**src/rtl/uart_tx_pkg.sv**
```systemverilog
// Shared types and helpers for the serial transmitter.
// Assumes: configuration bits are stable while a byte enters the shifter.
package uart_tx_pkg;

    // Per-frame format selection, captured when a byte is loaded.
    typedef struct packed {
        logic par_en;
        logic par_odd;
    } tx_cfg_t;

    // Parity bit from the reduced XOR of the data and the odd/even choice.
    function automatic logic parity_of(input logic data_xor, input logic odd);
        return data_xor ^ odd;
    endfunction

endpackage

```
**src/rtl/uart_tx_holdreg.sv**
```systemverilog
// One-deep holding register in front of the shifter.
// Accepts a byte only when empty; the shifter takes it with 'take'.
// Assumes: 'clr' is asserted whenever transmission is disabled.
module uart_tx_holdreg #(
    parameter int unsigned DATA_W = 8
) (
    input  logic              clk,
    input  logic              rst_n,
    input  logic              clr,
    input  logic              wr_valid,
    input  logic [DATA_W-1:0] wr_data,
    input  logic              take,
    output logic              full,
    output logic [DATA_W-1:0] data
);

    // Capture a byte when free; drop it on take or clear.
    always_ff @(posedge clk) begin
        if (!rst_n || clr) begin
            full <= 1'b0;
            data <= '0;
        end else if (take) begin
            full <= 1'b0;
        end else if (wr_valid && !full) begin
            full <= 1'b1;
            data <= wr_data;
        end
    end

endmodule

```
**src/rtl/uart_tx_shifter.sv**
```systemverilog
// Frame engine: builds start/data/parity/stop into a shift register
// and moves one bit on after OVERSAMPLE baud ticks.
// Loads the next byte in the same cycle the previous frame ends.
// Assumes: OVERSAMPLE >= 2; 'clr' aborts any frame at once.
module uart_tx_shifter
    import uart_tx_pkg::*;
#(
    parameter int unsigned DATA_W     = 8,
    parameter int unsigned OVERSAMPLE = 16
) (
    input  logic              clk,
    input  logic              rst_n,
    input  logic              clr,
    input  logic              baud_tick,
    input  tx_cfg_t           cfg,
    input  logic              hold_full,
    input  logic [DATA_W-1:0] hold_data,
    output logic              take,
    output logic              line
);

    localparam int unsigned FRAME_W = DATA_W + 3;
    localparam int unsigned TICK_W  = $clog2(OVERSAMPLE);
    localparam int unsigned CNT_W   = $clog2(FRAME_W + 1);

    logic               busy;
    logic [FRAME_W-1:0] sh;
    logic [TICK_W-1:0]  tick_cnt;
    logic [CNT_W-1:0]   bits_left;
    logic               tick_last;
    logic               frame_done;
    logic [FRAME_W-1:0] next_frame;
    logic [CNT_W-1:0]   next_len;
    logic               par;

    // End-of-bit and end-of-frame detection.
    always_comb begin
        tick_last  = (tick_cnt == TICK_W'(OVERSAMPLE - 1));
        frame_done = busy && baud_tick && tick_last && (bits_left == CNT_W'(1));
        take       = hold_full && !clr && (!busy || frame_done);
    end

    // Assemble the next frame from the held byte and configuration.
    always_comb begin
        par = parity_of(^hold_data, cfg.par_odd);
        if (cfg.par_en) begin
            next_frame = {1'b1, par, hold_data, 1'b0};
            next_len   = CNT_W'(FRAME_W);
        end else begin
            next_frame = {2'b11, hold_data, 1'b0};
            next_len   = CNT_W'(FRAME_W - 1);
        end
    end

    // Load, tick counting and bit shifting.
    always_ff @(posedge clk) begin
        if (!rst_n || clr) begin
            busy      <= 1'b0;
            sh        <= '1;
            tick_cnt  <= '0;
            bits_left <= '0;
        end else if (take) begin
            busy      <= 1'b1;
            sh        <= next_frame;
            tick_cnt  <= '0;
            bits_left <= next_len;
        end else if (busy && baud_tick) begin
            if (tick_last) begin
                tick_cnt  <= '0;
                sh        <= {1'b1, sh[FRAME_W-1:1]};
                bits_left <= bits_left - CNT_W'(1);
                if (bits_left == CNT_W'(1)) begin
                    busy <= 1'b0;
                end
            end else begin
                tick_cnt <= tick_cnt + TICK_W'(1);
            end
        end
    end

    // Idle mark when no frame is active.
    assign line = busy ? sh[0] : 1'b1;

endmodule

```
**src/rtl/uart_tx_pinmux.sv**
```systemverilog
// Output register choosing between the shifter line and software port bits.
// Registering both sources keeps the switch-over to one clean clock edge.
module uart_tx_pinmux (
    input  logic clk,
    input  logic rst_n,
    input  logic tx_en,
    input  logic line,
    input  logic port_oe,
    input  logic port_dat,
    output logic txd,
    output logic txd_oe
);

    // Select the pin owner and register level and enable.
    always_ff @(posedge clk) begin
        if (!rst_n) begin
            txd    <= 1'b1;
            txd_oe <= 1'b0;
        end else if (tx_en) begin
            txd    <= line;
            txd_oe <= 1'b1;
        end else begin
            txd    <= port_dat;
            txd_oe <= port_oe;
        end
    end

endmodule

```
**src/rtl/uart_tx_brk.sv**
```systemverilog
// Serial transmitter top: holding register, frame shifter and pin owner mux.
// Dropping tx_en clears the transmitter and returns the pin to software.
// Assumes: baud_tick is a one-cycle strobe from an external divider.
module uart_tx_brk
    import uart_tx_pkg::*;
#(
    parameter int unsigned DATA_W     = 8,
    parameter int unsigned OVERSAMPLE = 16
) (
    input  logic              clk,
    input  logic              rst_n,
    input  logic              baud_tick,
    input  logic              tx_en,
    input  logic              port_oe,
    input  logic              port_dat,
    input  logic              par_en,
    input  logic              par_odd,
    input  logic              wr_valid,
    input  logic [DATA_W-1:0] wr_data,
    output logic              tdr_empty,
    output logic              txd,
    output logic              txd_oe
);

    logic              clr;
    logic              hold_full;
    logic [DATA_W-1:0] hold_data;
    logic              take;
    logic              line;
    tx_cfg_t           cfg;

    assign clr       = !tx_en;
    assign cfg       = '{par_en: par_en, par_odd: par_odd};
    assign tdr_empty = !hold_full;

    uart_tx_holdreg #(.DATA_W(DATA_W)) u_hold (
        .clk      (clk),
        .rst_n    (rst_n),
        .clr      (clr),
        .wr_valid (wr_valid),
        .wr_data  (wr_data),
        .take     (take),
        .full     (hold_full),
        .data     (hold_data)
    );

    uart_tx_shifter #(.DATA_W(DATA_W), .OVERSAMPLE(OVERSAMPLE)) u_shift (
        .clk       (clk),
        .rst_n     (rst_n),
        .clr       (clr),
        .baud_tick (baud_tick),
        .cfg       (cfg),
        .hold_full (hold_full),
        .hold_data (hold_data),
        .take      (take),
        .line      (line)
    );

    uart_tx_pinmux u_pin (
        .clk      (clk),
        .rst_n    (rst_n),
        .tx_en    (tx_en),
        .line     (line),
        .port_oe  (port_oe),
        .port_dat (port_dat),
        .txd      (txd),
        .txd_oe   (txd_oe)
    );

endmodule

```
**config.mk**
```make
export PLATFORM = sky130hd
export DESIGN_NAME = uart_tx_brk
export DESIGN_NICKNAME = d
export VERILOG_FILES = /design/src/rtl/uart_tx_pkg.sv /design/src/rtl/uart_tx_holdreg.sv /design/src/rtl/uart_tx_shifter.sv /design/src/rtl/uart_tx_pinmux.sv /design/src/rtl/uart_tx_brk.sv
export SDC_FILE = /design/constraint.sdc
export NUM_CORES = 1
export LEC_CHECK = 0
export BUFFER_PORTS_ARGS = -buffer_cell sky130_fd_sc_hd__buf_2
export CAP_MARGIN = 10
export CELL_PAD_IN_SITES_DETAIL_PLACEMENT = 2
export CELL_PAD_IN_SITES_GLOBAL_PLACEMENT = 2
export CORE_MARGIN = 4
export CORE_UTILIZATION = 32
export DETAILED_ROUTE_END_ITERATION = 12
export GPL_ROUTABILITY_DRIVEN = 0
export GPL_TIMING_DRIVEN = 0
export PLACE_DENSITY = 0.83
export SLEW_MARGIN = 20
export SYNTH_ARGS = -nofsm -noshare
export SYNTH_HDL_FRONTEND = slang
export SYNTH_SLANG_ARGS = --single-unit
```
**constraint.sdc**
```tcl
create_clock -name clk -period 1.4 [get_ports clk]
set_input_delay 0.07 -clock clk [delete_from_list [all_inputs] [get_ports clk]]
set_output_delay 0.07 -clock clk [all_outputs]
set_load 0.005 [all_outputs]
```
==> results of run 1 <==
==> per-stage QoR <==
stage          hold slack [ns]  cell area (µm²)  setup WS, ns
2_1_floorplan           0.1319             1584     -0.007669
3_3_place_gp            0.2668             1763       -0.1472
3_5_place_dp            0.2762             1763       -0.2537
4_1_cts                0.02002             1972       -0.1882
5_1_grt                0.05263             2100       -0.2536
6_report               0.03237             2100       -0.2041
==> worst register-to-register path, delay by kind of cell, from the launching register on <==
family / cells / cell delay (ns)
buffers and inverters: 1 / 0.18
AO/OA/AOI/OAI: 3 / 0.62
flip-flops: 1 / 0.36
adder cells (fa/ha/maj): 1 / 0.15
AND/OR/NAND/NOR: 1 / 0.17
==> metal layers <==
layer / wire length, µm / track usage / up-vias
li1: - / - / 626
met1: 2193 / 0.2037 / 682
met2: 3144 / 0.3510 / 45
met3: 197 / 0.03828 / 15
met4: 179 / 0.09431 / 0
met5: 0 / 0 / -
==> logic make-up (layout without fill, tap and decap cells) <==
group           Yosys count  count (layout)  synth area share
fa+ha+maj                 3               3           0.02414
compound gates           30              30            0.1706
buf+inv                  14              47           0.06998
simple gates             58              58            0.2084
flops                    30              30            0.3862
xor+xnor                 10              10           0.07643
mux                      10              10           0.06436
==> path summary, 6_finish.rpt <==
check / to / slack [ns] / depth (start not counted)
worst max-delay path: u_shift.sh[7]$_SDFFE_PP1P_ / -0.20 / 6
worst min-delay path: u_hold.data[6]$_SDFFE_PP0P_ / 0.03 / 3
worst max register to register: u_shift.sh[7]$_SDFFE_PP1P_ / -0.20 / 6
worst min register to register: u_shift.sh[6]$_SDFFE_PP1P_ / 0.55 / 2
==> layout by cell type, fill, tap and decap left out, drive strengths merged, types with 2 or more instances in the layout <==
cell         Yosys  routed
nor4             3       3
o21ai           12      12
a221oi           9       9
and2             3       3
nand2            8       8
dfxtp           30      30
nor2            11      11
xor2             5       5
nand3            6       6
mux2i           10      10
a21oi            4       4
xnor2            3       3
and3             8       8
buf              5      31
dlygate4sd3      0       2
clkbuf           5      10
nor3            16      16
ha               3       3
inv              4       4
==> flip-flops by register name, summed over array words and instances (netlist names) <==
| signal | flops |
|---|---|
| u_shift.bits_left | 4 |
| u_hold.full | 1 |
| u_hold.data | 8 |
| u_pin.txd | 1 |
| u_shift.busy | 1 |
| u_pin.txd_oe | 1 |
| u_shift.tick_cnt | 4 |
| u_shift.sh | 10 |
==> power by group through the flow <==
stage	Sequential [mW]	Combinational (mW)	Clock [mW]
after floorplan	0.904	0.116	0
after global placement	0.906	0.169	0
after detailed placement	0.908	0.177	0
after CTS	0.887	0.193	0.736
after global routing	0.894	0.235	0.787
final	0.893	0.221	0.713
==> what timing repair did <==
action / 4_1_cts / 5_1_grt
cloned: 2 / 0
endpoints found under the hold margin: 2 / 0
setup buffers: 4 / 0
resized for setup: 14 / 25
hold buffers: 2 / 0
setup endpoints to repair: 19 / 20
pin swaps: 6 / 16
==> layout make-up <==
class	count	area share
Buffer	10	0.04708
Inverter	4	0.007151
Sequential cell	30	0.2914
Clock buffer	6	0.03933
Tap cell	67	0.03993
Timing Repair Buffer	27	0.07807
Multi-Input combinational cell	111	0.4970
==> run metrics, run 1 <==
total CTS buffers=5; maximum single-stage delay on the critical path=about 0.36 ns; Post-synth EDFFs=0; CP startpoint kind=flip-flop; via count=around 1400; initial DRC count=81; Setup TNS=-1.701 ns; Reg-to-Reg Start=u_shift.tick_cnt[1]$_SDFFE_PP0N_; antenna cell count=0; DIE AREA=about 6000 µm²; Worst-path clk slew=roughly 0.070 ns; Multi-input gate area=1044 µm²; Post-Syn Area=1555 µm²; Pleak=just under 0.8 nW; number of global-route vias before repair=between 1500 and 2000; final worst path period share=1.146; violated checks=setup timing; minimum clock period=~1.6 ns; largest net degree at the start of global routing=11; Clock Latency Late Sink=0.29 ns; Hold Path Class=primary input to flip-flop; CTS Sinks=30; Clk pwr share=0.390; power density cells=between 800 and 900 nW/µm²; sw power=~0.48 mW; Top Ports=20; critical path fanouts, max=5; Buffers on Ports=19; final hold violation count=0; status=finished with violations; gr usage total=0.1905; max-slew violation count=0; CORE AREA=4723 µm²; WS Path Type=flip-flop to flip-flop; YS warnings=0; fillers=between 400 and 500; mean post-synth cell area=~10 µm²; Synth Register Bits=30; RSZ-0062 raised after global routing=true; clk root buf=clkbuf_8; Mapped Nets=175; initial core utilization=0.3293; drt pass-1 iters=4; Slew Limit Headroom=0.6520; Gate power share=0.121; Wirelength per Cell=around 22 µm; Post-synth ARST share=0; Max Clock Skew=0.01076 ns; synth cell count leaders=dfxtp_1 (30), nor3_1 (16), mux2i_1 (10), nor2_1 (10), a221oi_2 (9); placed insts=between 200 and 250; initial antenna violation count=0; die width=~80 µm; Setup violations, final=18; Buf+Inv Stages, Crit Path=1; post-synth top area share=0.3862; first-pass GRT wire length=between 8 and 9 mm; CP startpoint=u_shift.tick_cnt[1]$_SDFFE_PP0N_; hold_sp=wr_data[6]; Routed Antenna Nets=0; CP Cell Sequence=ha_4 > and4_4 > a31o_1 > buf_4 > a221oi_4 > o21ai_1; Critical Path Slowest Stage Cell=dfxtp_4; f_max=a little over 600 MHz; crit-path leading delay family=compound AO/OA/AOI/OAI gates; setup ws final=-0.2041 ns; number of max-cap violations=0; Netlist cell types=39; area leader, netlist=dfxtp_1; layout cell share with drive strength beyond 1=0.4468; switching share of power=0.2645; VDD IR max=approximately 0.62 mV; die height=around 80 µm; final std cells w/o fill=255; CTS HTree Levels=2; GR Overflow Total=0; critical path data required time=1.57 ns; Vias/cell=5.365; drc violations=0; FF+latch area=611.8 µm²; largest cells by area after synthesis=dfxtp_1 (39%), a221oi_2 (8.7%), mux2i_1 (6.4%); Row Count=25; WL final=5.714 mm; Area growth syn-to-layout=35.00%; Nets=209; Post-Route Utilization=0.4445; Pint=between 1 and 1.5 mW; data arrival time of the critical path=1.77 ns; Synth Instances=approximately 160; sequential cell area fraction in the yosys report=0.3862; ys flop type=dfxtp_1; most frequent cell after synthesis=dfxtp_1; worst slew pin tran=roughly 0.52 ns; Clock Path Buffers=2; Detailed Place HPWL=3.139 mm; Total Power=about 1.8 mW; Critical Path End Type=flip-flop; Reg power frac=0.489; CTS tree=yes
Note: power is estimated with default switching activity, not from simulation.
==> inputs of run 2 (changes only) <==
--- a/config.mk
+++ b/config.mk
@@ -6,15 +6,15 @@
 export NUM_CORES = 1
 export LEC_CHECK = 0
 export BUFFER_PORTS_ARGS = -buffer_cell sky130_fd_sc_hd__buf_2
-export CAP_MARGIN = 10
-export CELL_PAD_IN_SITES_DETAIL_PLACEMENT = 2
-export CELL_PAD_IN_SITES_GLOBAL_PLACEMENT = 2
+export CAP_MARGIN = 30
+export CELL_PAD_IN_SITES_DETAIL_PLACEMENT = 1
+export CELL_PAD_IN_SITES_GLOBAL_PLACEMENT = 1
 export CORE_MARGIN = 4
-export CORE_UTILIZATION = 32
+export CORE_UTILIZATION = 40
 export DETAILED_ROUTE_END_ITERATION = 12
 export GPL_ROUTABILITY_DRIVEN = 0
 export GPL_TIMING_DRIVEN = 0
-export PLACE_DENSITY = 0.83
+export PLACE_DENSITY = 0.85
 export SLEW_MARGIN = 20
 export SYNTH_ARGS = -nofsm -noshare
 export SYNTH_HDL_FRONTEND = slang
==> run 2 against run 1 <==
- the run still ends with setup timing left
- final cell count decreased by 6.7%
- wire length decreased by 8.2%
- worst setup slack improved by 0.021 ns
- core utilization increased by 12 points
- sequential share of layout area decreased by 0.10 points
- fmax increased by 1.3%
- via count increased by 2.7%
- critical endpoint is now u_shift.sh[6]$_SDFFE_PP1P_
- highest routed layer unchanged
==> run metrics, run 2 (same netlist as run 1, synthesis figures left out) <==
maximum single-stage delay on the critical path=0.36 ns (about the same); VDD IR max=0.7320 mV (+18%); Pint=1.362 mW (+1.4%); first-pass GRT wire length=7.838 mm (-9.3%); GR Overflow Total=0 (unchanged); met3 Use GR=0.04460 (+0.006321); hold path depth=3 (unchanged); Total Power=1.844 mW (+0.94%); Area growth syn-to-layout=35.48%; CTS tree=yes; largest net degree at the start of global routing=11 (unchanged); number of max-cap violations=0 (unchanged); placed insts=222 (-7.9%); DIE AREA=4950 µm² (-18%); Clk pwr share=0.394 (+0.004); GRT met2 Usage=0.3565 (+0.005521); number of global-route vias before repair=1477 (-3.9%); setup ws final=-0.1832 ns (+0.02092 ns); violated checks=setup timing; Routed Antenna Nets=0 (unchanged); Largest regs=u_shift.sh (10), u_hold.data (8); worst slew pin tran=0.5102 ns (-0.01175 ns); Top Ports=20 (unchanged); worst hold endpoint=u_hold.data[2]$_SDFFE_PP0P_; final worst path period share=1.131 (-0.01494); WS Path Type=flip-flop to flip-flop; busiest grt layer=met2; drc violations=0 (unchanged); initial DRC count=95 (+17%); Slew Limit Headroom=0.6599 (+0.007831); max-slew violation count=0 (unchanged); Detailed Place HPWL=2.796 mm (-11%); Reg power frac=0.484 (-0.005); Max Clock Skew=0.01275 ns (+0.001994 ns); CP Cell Sequence=ha_4 > and4_4 > a31o_1 > buf_6 > a221oi_2 > o21ai_1; gr usage total=0.2010 (+0.01050); via count=1405 (+2.7%); hold_sp=wr_data[2]; Nets=209 (unchanged); max reg flops=10 (unchanged); CTS HTree Levels=2 (unchanged); CP startpoint kind=flip-flop; CORE AREA=3716 µm² (-21%); final std cells w/o fill=238 (-6.7%); switching share of power=0.2611 (-0.003343); Setup violations, final=18 (unchanged); R2R setup slack=-0.18 ns (+0.02 ns); sw power=0.4815 mW (-0.33%); Critical Path Slowest Stage Cell=dfxtp_4; Reg-to-Reg Start=u_shift.tick_cnt[0]$_SDFFE_PP0N_; minimum clock period=1.583 ns (-0.02092 ns); RSZ-0062 raised after global routing=true; Top reg by flops=u_shift.sh; Vias/cell=5.903 (+10%); Wirelength per Cell=22.03 µm (-1.7%); commonest cells after routing, fill and taps aside=dfxtp_1 (25), buf_2 (21), nor2_1 (10); critical path fanouts, max=10 (+5); initial core utilization=0.4185 (+0.08925); Pleak=0.7766 nW (+0.36%); Post-Route Utilization=0.5670 (+0.1225); Gate power share=0.122 (about the same); Row Count=22 (-12%); Worst-path clk slew=0.07 ns (about the same); die width=70.36 µm (-9.5%); data arrival time of the critical path=1.74 ns (-0.03 ns); Hold Path Class=primary input to flip-flop; layout cell share with drive strength beyond 1=0.4684 (+0.02161); f_max=631.6 MHz (+1.3%); drt pass-1 iters=4 (unchanged); critical path data required time=1.56 ns (about the same); Clock Latency Late Sink=0.29 ns (about the same); total CTS buffers=5 (unchanged); GRT met1 Usage=0.2348 (+0.03112); status=finished with violations; die height=70.36 µm (-9.5%); WL final=5.243 mm (-8.2%); initial antenna violation count=0 (unchanged); clk root buf=clkbuf_8; reg2reg end=u_shift.sh[6]$_SDFFE_PP1P_; power density cells=875.1 nW/µm² (+0.58%); Clock Path Buffers=2 (unchanged); FF-to-FF path depth=6 (unchanged); Buffers on Ports=19 (unchanged); antenna cell count=0 (unchanged); CTS Sinks=30 (unchanged); final hold violation count=0 (unchanged); commonest non-fill, non-tap cell in the layout=dfxtp_1; Critical Path End Type=flip-flop
-- run 2: cell count changes in the layout (fill, tap and decap cells not counted), sizes merged --
| cell | delta |
|---|---|
| clkbuf | +1 |
| clkinv | +1 |
-- run 2: layout make-up --
| type | instances | area (µm²) |
|---|---|---|
| fill | 390 | 1609 |
| multi-input combinational | 111 | 1059 |
| sequential | 30 | 611.8 |
| timing repair buffer | 27 | 171.4 |
| buffer | 10 | 98.84 |
| clock buffer | 7 | 86.33 |
| tap | 48 | 60.06 |
| inverter | 4 | 15.01 |
| clock inverter | 1 | 5.005 |
-- run 2: how the worst max path moves through the flow --
stage                                           from                    endpoint  slack [ns]  cells after the start
floorplan           u_shift.tick_cnt[0]$_SDFFE_PP0N_  u_shift.sh[2]$_SDFFE_PP1P_      -0.008                      6
global placement    u_shift.tick_cnt[1]$_SDFFE_PP0N_  u_shift.sh[2]$_SDFFE_PP1P_       -0.12                      6
detailed placement  u_shift.tick_cnt[0]$_SDFFE_PP0N_  u_shift.sh[6]$_SDFFE_PP1P_       -0.19                      6
CTS                 u_shift.tick_cnt[1]$_SDFFE_PP0N_  u_shift.sh[4]$_SDFFE_PP1P_       -0.09                      6
global route        u_shift.tick_cnt[0]$_SDFFE_PP0N_  u_shift.sh[6]$_SDFFE_PP1P_       -0.23                      6
finish              u_shift.tick_cnt[0]$_SDFFE_PP0N_  u_shift.sh[6]$_SDFFE_PP1P_       -0.18                      6
-- run 2: repair_timing --
action                                  4_1_cts  5_1_grt
pin swaps                                     6       13
setup buffers                                 4        1
gates cloned                                  1        0
hold buffers                                  2        0
endpoints found under the hold margin         2        0
resized for setup                            18       28
endpoints found under the setup margin       19       20
-- run 2: critical path: cells and delay by family, from the launching register on --
kind / cells / cell delay [ns]
DFF: 1 / 0.36
buffers and inverters: 1 / 0.16
adders and majority gates: 1 / 0.15
AOI/OAI and AO/OA: 3 / 0.62
and+or+nand+nor: 1 / 0.17
-- run 2: per-layer routing --
layer | part of all wire | vias to the layer above
met1 | 0.41 | 712
met5 | 0 | -
met4 | 0.020 | 0
met2 | 0.52 | 52
met3 | 0.050 | 11
li1 | - | 630
-- run 2: power by group through the flow --
stage	clock network [mW]	registers [mW]	logic [mW]
after floorplan	0	0.904	0.116
after global placement	0	0.906	0.166
after detailed placement	0	0.908	0.175
after CTS	0.726	0.887	0.193
after global routing	0.762	0.894	0.239
final	0.727	0.892	0.225
-- run 2: stage by stage --
step                worst slack [ns]  area [µm²]  TNS (ns)  hold slack (ns)
finish                       -0.1832        2107    -1.621          0.04278
CTS                         -0.08702        1971    -1.018          0.02754
floorplan                  -0.007669        1584  -0.06135           0.1319
global route                 -0.2251        2107    -2.809          0.05895
global placement             -0.1190        1739    -1.034           0.2693
detailed placement           -0.1863        1739    -2.281           0.2777
